$ cat src/rtl/uart_irq_pkg.sv
package uart_irq_pkg;

   typedef enum logic [3:0] {
      IID_MODEM = 4'h0,
      IID_NONE  = 4'h1,
      IID_THRE  = 4'h2,
      IID_RDA   = 4'h4,
      IID_LINE  = 4'h6,
      IID_CTO   = 4'hC
   } iid_e;

   // enable bit positions
   localparam int EN_RX    = 0;
   localparam int EN_THRE  = 1;
   localparam int EN_LINE  = 2;
   localparam int EN_MODEM = 3;

   // receive trigger level for a select value, scaled to the FIFO depth
   function automatic int trig_level(input int sel, input int depth);
      case (sel)
         0:       return 1;
         1:       return depth / 4;
         2:       return depth / 2;
         default: return depth - 2;
      endcase
   endfunction

endpackage

$ cat src/rtl/irq_timeout_ctr.sv
module irq_timeout_ctr #(
   parameter int CT_W    = 12,
   parameter int TO_MULT = 4
) (
   input  logic            clk,
   input  logic            rst_n,
   input  logic            data_ready,
   input  logic            restart,
   input  logic [CT_W-1:0] char_time,
   output logic            expired
);
   localparam int MW = $clog2(TO_MULT) + 1;
   localparam int TW = CT_W + MW;

   logic [TW-1:0] cnt;
   logic [TW-1:0] thresh;

   assign thresh = TW'(char_time) * TW'(TO_MULT);

   always_ff @(posedge clk or negedge rst_n) begin
      if (!rst_n) begin
         cnt <= '0;
      end else if (restart) begin
         cnt <= '0;
      end else if (data_ready && (cnt != {TW{1'b1}})) begin
         cnt <= cnt + TW'(1);
      end
   end

   assign expired = (cnt >= thresh);
endmodule

$ cat src/rtl/irq_thre_flag.sv
module irq_thre_flag (
   input  logic clk,
   input  logic rst_n,
   input  logic set_evt,
   input  logic wr_clr,
   input  logic rd_clr,
   output logic pending
);
   always_ff @(posedge clk or negedge rst_n) begin
      if (!rst_n) begin
         pending <= 1'b0;
      end else if (wr_clr) begin
         pending <= 1'b0;
      end else if (set_evt) begin
         pending <= 1'b1;
      end else if (rd_clr) begin
         pending <= 1'b0;
      end
   end
endmodule

$ cat src/rtl/irq_lsr_merge.sv
module irq_lsr_merge #(
   parameter int ERR_W = 4
) (
   input  logic             clk,
   input  logic             rst_n,
   input  logic             level_nz,
   input  logic [ERR_W-1:0] head_err,
   input  logic             overrun_set,
   input  logic             lsr_rd,
   output logic             head_err_clr,
   output logic [ERR_W-1:0] lsr_err
);
   logic [ERR_W-1:0] take;
   logic [ERR_W-1:0] ovr_vec;
   logic [ERR_W-1:0] base;

   assign head_err_clr = level_nz && (head_err != '0);
   assign take         = head_err_clr ? head_err : '0;
   assign ovr_vec      = {{(ERR_W-1){1'b0}}, overrun_set};
   assign base         = lsr_rd ? '0 : lsr_err;

   always_ff @(posedge clk or negedge rst_n) begin
      if (!rst_n) begin
         lsr_err <= '0;
      end else begin
         lsr_err <= base | take | ovr_vec;
      end
   end
endmodule

$ cat src/rtl/irq_prio_enc.sv
module irq_prio_enc
   import uart_irq_pkg::*;
#(
   parameter int FIFO_DEPTH = 16,
   parameter int LVL_W      = $clog2(FIFO_DEPTH + 1)
) (
   input  logic [3:0]       ier_en,
   input  logic [3:0]       lsr_err,
   input  logic             data_ready,
   input  logic [LVL_W-1:0] rx_level,
   input  logic [1:0]       trig_sel,
   input  logic             timeout,
   input  logic             thre_pend,
   input  logic [3:0]       msr_delta,
   output logic [3:0]       iir,
   output logic             irq
);
   logic [LVL_W-1:0] trig_tab [4];

   for (genvar s = 0; s < 4; s++) begin : g_trig
      assign trig_tab[s] = LVL_W'(trig_level(s, FIFO_DEPTH));
   end

   logic src_line, src_rda, src_cto, src_thre, src_ms;
   iid_e code;

   assign src_line = ier_en[EN_LINE]  && (lsr_err != 4'h0);
   assign src_rda  = ier_en[EN_RX]    && data_ready && (rx_level >= trig_tab[trig_sel]);
   assign src_cto  = ier_en[EN_RX]    && (rx_level != '0) && timeout;
   assign src_thre = ier_en[EN_THRE]  && thre_pend;
   assign src_ms   = ier_en[EN_MODEM] && (msr_delta != 4'h0);

   always_comb begin
      if (src_line)      code = IID_LINE;
      else if (src_rda)  code = IID_RDA;
      else if (src_cto)  code = IID_CTO;
      else if (src_thre) code = IID_THRE;
      else if (src_ms)   code = IID_MODEM;
      else               code = IID_NONE;
   end

   assign iir = code;
   assign irq = (code != IID_NONE);
endmodule

$ cat src/rtl/uart_irq_ident.sv
module uart_irq_ident
   import uart_irq_pkg::*;
#(
   parameter int FIFO_DEPTH = 16,
   parameter int CT_W       = 12,
   parameter int TO_MULT    = 4
) (
   input  logic                             clk,
   input  logic                             rst_n,
   input  logic [3:0]                       ier_en,
   input  logic                             data_ready,
   input  logic [$clog2(FIFO_DEPTH+1)-1:0]  rx_level,
   input  logic [1:0]                       trig_sel,
   input  logic                             rx_push,
   input  logic                             rx_pop,
   input  logic [3:0]                       head_err,
   output logic                             head_err_clr,
   input  logic                             overrun_set,
   input  logic                             lsr_rd,
   output logic [3:0]                       lsr_err,
   input  logic [CT_W-1:0]                  char_time,
   input  logic                             tx_last_move,
   input  logic                             thr_write,
   input  logic                             iir_rd,
   input  logic [3:0]                       msr_delta,
   output logic [3:0]                       iir,
   output logic                             irq
);
   localparam int LVL_W = $clog2(FIFO_DEPTH + 1);

   if (FIFO_DEPTH < 4) begin : g_bad_depth
      $error("FIFO_DEPTH must be at least 4");
   end
   if (TO_MULT < 1) begin : g_bad_mult
      $error("TO_MULT must be at least 1");
   end
   if (CT_W < 1) begin : g_bad_ctw
      $error("CT_W must be at least 1");
   end

   logic timeout_hit;
   logic thre_pend;
   logic thre_rd_clr;
   logic level_nz;

   assign level_nz    = (rx_level != '0);
   assign thre_rd_clr = iir_rd && (iir == IID_THRE);

   irq_timeout_ctr #(
      .CT_W    (CT_W),
      .TO_MULT (TO_MULT)
   ) u_to (
      .clk        (clk),
      .rst_n      (rst_n),
      .data_ready (data_ready),
      .restart    (rx_push | rx_pop),
      .char_time  (char_time),
      .expired    (timeout_hit)
   );

   irq_thre_flag u_thre (
      .clk     (clk),
      .rst_n   (rst_n),
      .set_evt (tx_last_move),
      .wr_clr  (thr_write),
      .rd_clr  (thre_rd_clr),
      .pending (thre_pend)
   );

   irq_lsr_merge #(
      .ERR_W (4)
   ) u_lsr (
      .clk          (clk),
      .rst_n        (rst_n),
      .level_nz     (level_nz),
      .head_err     (head_err),
      .overrun_set  (overrun_set),
      .lsr_rd       (lsr_rd),
      .head_err_clr (head_err_clr),
      .lsr_err      (lsr_err)
   );

   irq_prio_enc #(
      .FIFO_DEPTH (FIFO_DEPTH),
      .LVL_W      (LVL_W)
   ) u_enc (
      .ier_en     (ier_en),
      .lsr_err    (lsr_err),
      .data_ready (data_ready),
      .rx_level   (rx_level),
      .trig_sel   (trig_sel),
      .timeout    (timeout_hit),
      .thre_pend  (thre_pend),
      .msr_delta  (msr_delta),
      .iir        (iir),
      .irq        (irq)
   );
endmodule

$ cat config.mk
export PLATFORM = sky130hd
export DESIGN_NAME = uart_irq_ident
export DESIGN_NICKNAME = d
export VERILOG_FILES = /design/src/rtl/uart_irq_pkg.sv /design/src/rtl/irq_timeout_ctr.sv /design/src/rtl/irq_thre_flag.sv /design/src/rtl/irq_lsr_merge.sv /design/src/rtl/irq_prio_enc.sv /design/src/rtl/uart_irq_ident.sv
export SDC_FILE = /design/constraint.sdc
export NUM_CORES = 1
export LEC_CHECK = 0
export ABC_AREA = 1
export CAP_MARGIN = 20
export CORE_UTILIZATION = 49
export CTS_BUF_LIST = sky130_fd_sc_hd__clkbuf_2 sky130_fd_sc_hd__clkbuf_4 sky130_fd_sc_hd__clkbuf_8
export CTS_CLUSTER_SIZE = 25
export DETAILED_ROUTE_END_ITERATION = 7
export GPL_TIMING_DRIVEN = 0
export PLACE_DENSITY = 0.83
export SLEW_MARGIN = 20
export SYNTH_ARGS = -nofsm -noshare
export SYNTH_HDL_FRONTEND = slang
export SYNTH_SLANG_ARGS = --single-unit
$ cat constraint.sdc
create_clock -name clk -period 1.7 [get_ports clk]
set_input_delay 0.17 -clock clk [delete_from_list [all_inputs] [get_ports clk]]
set_output_delay 0.17 -clock clk [all_outputs]
set_load 0.05 [all_outputs]
==> run_results.csv, run 1 <==
group,metric,value,unit
power_and_ir_drop,p_seq_frac,0.438,
hold_path,hp-class,"in2async",
synth,ys.warnings.count,0,
grt,grt_pass1_vias,1714,
synth,ys_ff_latch,20,
setup_path,setup.worst_path.class,"reg2out",
setup_path,cp_slowest_stage_delay,0.51,ns
grt,grtUsageTotal,0.265,
placed_design,hpwl,3070,µm
setup_path,cpLargestDelayFamily,"simple AND/OR/NAND/NOR gates",
timing,fin_skew,0.00473,ns
grt,grt_max_degree,21,
clock_network,cts.sinks,20,
clock_network,cts_max_level,1,
finish,final_util,0.823,
grt,antenna_found_initial,0,
grt,grt-ovfl-total,0,
run_status,failed_checks,"setup timing",
synth,dominantRegCellSynth,"dfrtp_1",
drt,vias,2005,
synth,netlist_instances,245,
setup_path,end_kind,"primary output",
power_and_ir_drop,swShare,0.329,
timing,slew_violations,0,
drt,routedWlPerCell,16.0,µm
die,fp.dieH,61.0,µm
setup_path,critPathLaunchType,"register",
drt,remaining_drc_errors,0,
power_and_ir_drop,p_per_area,410,nW/µm²
finish,nFillCells,196,
drt,vias_per_cell,5.51,
timing,max_slew_margin,0.390,
timing,tightest_slew,0.912,ns
clock_network,clock_latency,0.32,ns
timing,timing.fmax,445,MHz
synth,syn_nets,304,
clock_network,clk_path_buf_depth,2,
finish,stdcell_count,364,
setup_path,cp_common_cell,"nor2_1",
power_and_ir_drop,power_frac_clock,0.219,
timing,fin_ws,-0.546,ns
die,rows,21,
die,io_pins,51,
finish,nets,379,
drt,wl,5830,µm
finish,final_common_cell,"inv_1",
synth,ys_seq_area_frac,0.293,
clock_network,cts_root_buf,"clkbuf_4",
finish,final-seq-area,505,µm²
clock_network,path_clk_slew,0.12,ns
timing,finalHoldViolCount,0,
placed_design,dp.cells,341,
timing,finalCriticalPeriod,2.25,ns
clock_network,cts_tree,"yes",
power_and_ir_drop,combPwrFrac,0.343,
setup_path,path_buf_inv,2,
finish,layout-drive-gt1-share,0.261,
synth,avgSynthCellArea,6.97,µm²
power_and_ir_drop,vdd_drop_max,392,µV
synth,synth_edf_count,0,
placed_design,gp_congestion,0.799,
finish,n_antenna_cell,0,
finish,final_cell_mix,"inv_1, nand2_1, clkdlybuf4s50_1, nor2_1, buf_4",
setup_path,worst_path_max_delay_cell,"dfrtp_2",
timing,tns,-3.21,ns
drt,drtIter0Drc,158,
timing,grt_setup_unrepaired,"true",
synth,synth_area,1710,µm²
setup_path,required,1.53,ns
power_and_ir_drop,power,1.13,mW
placed_design,io_buffers,50,
finish,multi_input_area,1230,µm²
power_and_ir_drop,p_int,0.756,mW
clock_network,holdBufCountCts,0,
die,fp.dieW,61.0,µm
power_and_ir_drop,power_leakage,1.30,nW
die,coreArea,3340,µm²
drt,firstDrtPassIters,5,
run_status,status,"complete, but fails checks",
finish,synthToLayoutAreaGrowth,60.8,%
clock_network,cts_buffers,3,
setup_path,cp_cell_sequence,"ha_4 -> nand2_2 -> nor2_2 -> nand2_1 -> nor2_1 -> nor2_1 -> nand3_2 -> nand2_4 -> nand3_4 -> nor2_4 -> clkinvlp_4 -> buf_6",
die,dieArea,3730,µm²
grt,grt_first_pass_wirelength,7250,µm
power_and_ir_drop,power.switching,0.370,mW
synth,synth.distinct_cells,36,
drt,final_antenna_net_count,0,
timing,setup_violations,13,
die,start_util,0.512,
synth,async_reset_ff_frac,1.00,
flow_run,drv_cap,0,
setup_path,path_max_fanout,6,
timing,fin_crit_sh,1.32,
setup_path,cp.arrival,2.08,ns
synth_stat cells, types with 2 or more instances:
library cell  number  area (µm²)
nand3_2            3        30.0
nor3_1             5        25.0
a21oi_2            2        17.5
o21ai_1            2        10.0
nand2_1           51         191
ha_1              18         225
a21oi_1            8        40.0
nor2_1            30         113
dfrtp_1           20         500
inv_1             52         195
nand3_1           15        75.1
nand4_1            6        37.5
o21a_1             2        15.0
o21ai_0            9        45.0
cells by family (layout without fill, tap and decap cells):
| logic type | Yosys count | after routing | share of synthesized area |
|---|---|---|---|
| buffers and inverters | 56 | 129 | 0.135 |
| and+or+nand+nor | 122 | 122 | 0.337 |
| AOI/OAI and AO/OA | 28 | 28 | 0.0982 |
| xor gates and xnor gates | 1 | 1 | 0.00513 |
| DFF | 20 | 20 | 0.293 |
| adders and majority gates | 18 | 18 | 0.132 |
timing repair:
item / CTS / global route
endpoints found under the hold margin: 0 / 0
setup buffers: 12 / 8
resized for setup: 66 / 30
pin swaps: 15 / 10
gates cloned: 0 / 1
endpoints found under the setup margin: 9 / 23
power by group through the flow:
stage | Clock [mW] | Sequential, mW | Combinational (mW)
2_1_floorplan | 0 | 0.526 | 0.137
3_3_place_gp | 0 | 0.501 | 0.316
3_5_place_dp | 0 | 0.501 | 0.323
4_1_cts | 0.243 | 0.493 | 0.354
5_1_grt | 0.284 | 0.494 | 0.417
6_report | 0.246 | 0.493 | 0.386
per-layer routing:
metal  routed length, µm  global-route usage  vias up
li1                    -                   -      931
met5                   0                   0        -
met4                 254               0.114        0
met1                2170               0.320      918
met3                 523              0.0378       30
met2                2880               0.470      126
stage by stage:
step	hold slack (ns)	setup slack [ns]	area, µm²
5_1_grt	0.347	-0.681	2750
4_1_cts	0.371	-0.500	2560
3_3_place_gp	0.518	-1.06	2300
2_1_floorplan	-0.126	-0.607	1740
3_5_place_dp	0.515	-1.12	2300
6_report	0.350	-0.546	2750
flip-flops by register name, summed over array words and instances, names as in the netlist:
name / flops
u_thre.pending: 1
u_lsr.lsr_err: 4
u_to.cnt: 15
worst reg2reg max path: stages, from the launching register on:
cell	delay, ns
dfrtp_1	0.37
buf_4	0.14
nand2_1	0.14
nor2_4	0.16
nand4_4	0.13
nor2_4	0.13
nand2_2	0.08
nand2_4	0.11
inv_6	0.06
buf_8	0.13
nand3_4	0.06
nor2_1	0.06
nor2_1	0.17
nor2_1	0.07
final cells by class:
class / instances / share of cell area
Sequential cell: 20 / 0.184
Timing Repair Buffer: 70 / 0.250
Clock buffer: 3 / 0.00820
Buffer: 2 / 0.0105
Multi-Input combinational cell: 169 / 0.449
Tap cell: 46 / 0.0210
Inverter: 54 / 0.0779
path summary, 6_finish.rpt:
| check | from | to | slack (ns) | cells after the start |
|---|---|---|---|---|
| worst min register to register | u_thre.pending | u_thre.pending | 0.53 | 2 |
| worst max-delay path | u_to.cnt[10] | irq | -0.55 | 12 |
| worst min-delay path | rst_n | u_to.cnt[1] | 0.35 | 1 |
| min in group clk | thr_write | u_thre.pending | 0.36 | 2 |
| worst max register to register | u_to.cnt[8] | u_to.cnt[12] | -0.21 | 13 |
| max in group asynchronous | rst_n | u_to.cnt[10] | 0.74 | 1 |
Power figures use the tool's default switching activity.
==> inputs of run 2 (changes only) <==
Settings changed: SLEW_MARGIN 20 to 15.
==> results of run 2 <==
The final DEF is identical to that of run 1; final timing and power are the same.
==> inputs of run 3 (changes only) <==
Settings changed: CORE_ASPECT_RATIO from default to 2.
==> run 3 against run 2 <==
Net effect: the run ends with DRC, setup timing left; combinational power grew 6.0%; maximum frequency grew 1.6%; via count grew 3.4%; utilization grew 6.2 points; clock-buffer cell count is the same; largest power group unchanged.
==> run_results.csv, run 3 (same netlist as run 1, synthesis figures left out) <==
group,metric,value,unit
timing,timing.fmax,453,MHz
setup_path,setup.worst_path.class,"in2out",
placed_design,hpwl,3530,µm
drt,remaining_drc_errors,7,
timing,slew_violations,0,
finish,stdcell_count,356,
clock_network,cts.sinks,20,
setup_path,cp.arrival,2.04,ns
drt,vias_per_cell,5.82,
timing,finalHoldViolCount,0,
drt,final_antenna_net_count,0,
power_and_ir_drop,combPwrFrac,0.293,
setup_path,r2r-end,"u_to.cnt[5]",
hold_path,hp-class,"in2async",
timing,max_slew_margin,0.344,
timing,setup_violations,14,
finish,n_antenna_cell,0,
run_status,status,"complete, but fails checks",
finish,top_regs,"u_to.cnt (15), u_lsr.lsr_err (4), u_thre.pending (1)",
setup_path,required,1.53,ns
timing,fin_ws,-0.509,ns
setup_path,end_kind,"primary output",
finish,fin_area,2960,µm²
drt,wl,6950,µm
clock_network,clock_latency,0.27,ns
finish,final_util,0.885,
power_and_ir_drop,p_seq_frac,0.354,
timing,hold_ws,0.440,ns
timing,grt_setup_unrepaired,"true",
setup_path,path_max_fanout,4,
drt,routedWlPerCell,19.5,µm
setup_path,reg2reg_depth,13,
setup_path,r2r_setup_slack,-0.14,ns
die,rows,30,
finish,final_common_cell,"inv_1",
placed_design,dp.cells,327,
die,io_pins,51,
drt,drtIter0Drc,82,
drt,vias,2073,
clock_network,holdBufCountCts,0,
grt,grt_first_pass_wirelength,8380,µm
grt,antenna_found_initial,0,
grt,grtUsageTotal,0.294,
power_and_ir_drop,p_int,0.993,mW
finish,layout-drive-gt1-share,0.361,
finish,largest_register_ffs,15,
drt,firstDrtPassIters,8,
power_and_ir_drop,vdd_drop_max,502,µV
grt,grt-ovfl-total,0,
power_and_ir_drop,power_frac_clock,0.353,
run_status,failed_checks,"DRC, setup timing",
die,coreArea,3340,µm²
clock_network,cts_buffers,3,
placed_design,dp_slack,-1.10,ns
power_and_ir_drop,power_leakage,1.38,nW
setup_path,r2r-start,"u_to.cnt[1]",
timing,fin_skew,0.00756,ns
clock_network,clk_path_buf_depth,2,
timing,fin_crit_sh,1.30,
placed_design,dpl_cell_area,2280,µm²
placed_design,gp_congestion,0.807,
setup_path,critPathLaunchType,"primary input",
grt,grt_max_degree,21,
placed_design,io_buffers,50,
die,fp.dieH,85.5,µm
power_and_ir_drop,p_per_area,472,nW/µm²
clock_network,cts_root_buf,"clkbuf_8",
clock_network,path_clk_slew,0.08,ns
finish,synthToLayoutAreaGrowth,73.2,%
power_and_ir_drop,power,1.40,mW
flow_run,drv_cap,0,
finish,final_cell_mix,"inv_1, clkdlybuf4s50_1, nand2_1, buf_4, nor2_1",
die,fp.dieW,43.7,µm
finish,nFillCells,155,
clock_network,cts_max_level,1,
die,start_util,0.511,
timing,tns,-2.62,ns
finish,nets,384,
timing,finalCriticalPeriod,2.21,ns
grt,grt_pass1_vias,2002,
power_and_ir_drop,power.switching,0.402,mW
clock_network,cts_tree,"yes",
die,dieArea,3740,µm²
timing,tightest_slew,0.981,ns
finish,largest-register,"u_to.cnt",
power_and_ir_drop,swShare,0.288,
-- run 3: cell types whose count changed in the layout (fill, tap and decap cells not counted), moves of 3 or more --
cell,delta
inv_1,-3
ha_1,-5
nand2_1,-5
ha_4,+5
nor2_2,+6
nor2_1,-7
clkbuf_4,-3
nand2_4,+3
clkbuf_8,+3
a21oi_1,-4
a21oi_2,+4
buf_4,+6
inv_2,+3
-- run 3: what timing repair did --
item / 4_1_cts / 5_1_grt
gates cloned: 0 / 1
setup endpoints to repair: 15 / 20
buffers inserted: 15 / 10
hold endpoints to repair: 0 / 0
pin swaps: 13 / 21
resized for setup: 60 / 64
-- run 3: worst max path at each step --
stage                        startpoint  endpoint  slack (ns)  cells after the start
after floorplan             u_to.cnt[6]       irq       -0.61                     11
after global placement     char_time[4]    iir[0]       -1.08                     13
after detailed placement   char_time[4]    iir[0]       -1.10                     13
after CTS                 char_time[10]       irq       -0.43                     14
after global routing       char_time[4]       irq       -0.61                     14
final                      char_time[4]       irq       -0.51                     14
-- run 3: power groups by stage --
stage	clock network, mW	registers [mW]	logic (mW)
2_1_floorplan	0	0.526	0.137
6_report	0.493	0.493	0.409
4_1_cts	0.490	0.492	0.350
5_1_grt	0.512	0.494	0.433
3_3_place_gp	0	0.501	0.320
3_5_place_dp	0	0.502	0.326
-- run 3: area by class of cell --
class                           count  area (µm²)  share of cell area
Buffer                              2        28.8             0.00973
Clock buffer                        3        41.3              0.0140
Clock inverter                      1        30.0              0.0102
Inverter                           54         214              0.0723
Multi-Input combinational cell    169        1380               0.465
Sequential cell                    20         505               0.171
Tap cell                           32        40.0              0.0135
Timing Repair Buffer               75         723               0.245
-- run 3: worst max-delay path, stage by stage --
cell             delay [ns]
clkdlybuf4s50_1        0.47
inv_1                  0.07
ha_4                   0.26
nand2_4                0.08
nor2_2                 0.04
nand2_1                0.08
nand3_2                0.10
nand2_1                0.08
nand3_2                0.10
nand2_4                0.10
nand3_4                0.09
nor2_4                 0.14
clkinvlp_4             0.10
buf_8                  0.15
-- run 3: layer usage --
| layer | up-vias | GRT usage | routed length [µm] |
|---|---|---|---|
| li1 | 942 | - | - |
| met4 | 0 | 0.116 | 433 |
| met3 | 43 | 0.0337 | 366 |
| met5 | - | 0 | 0 |
| met2 | 106 | 0.596 | 3980 |
| met1 | 982 | 0.270 | 2170 |
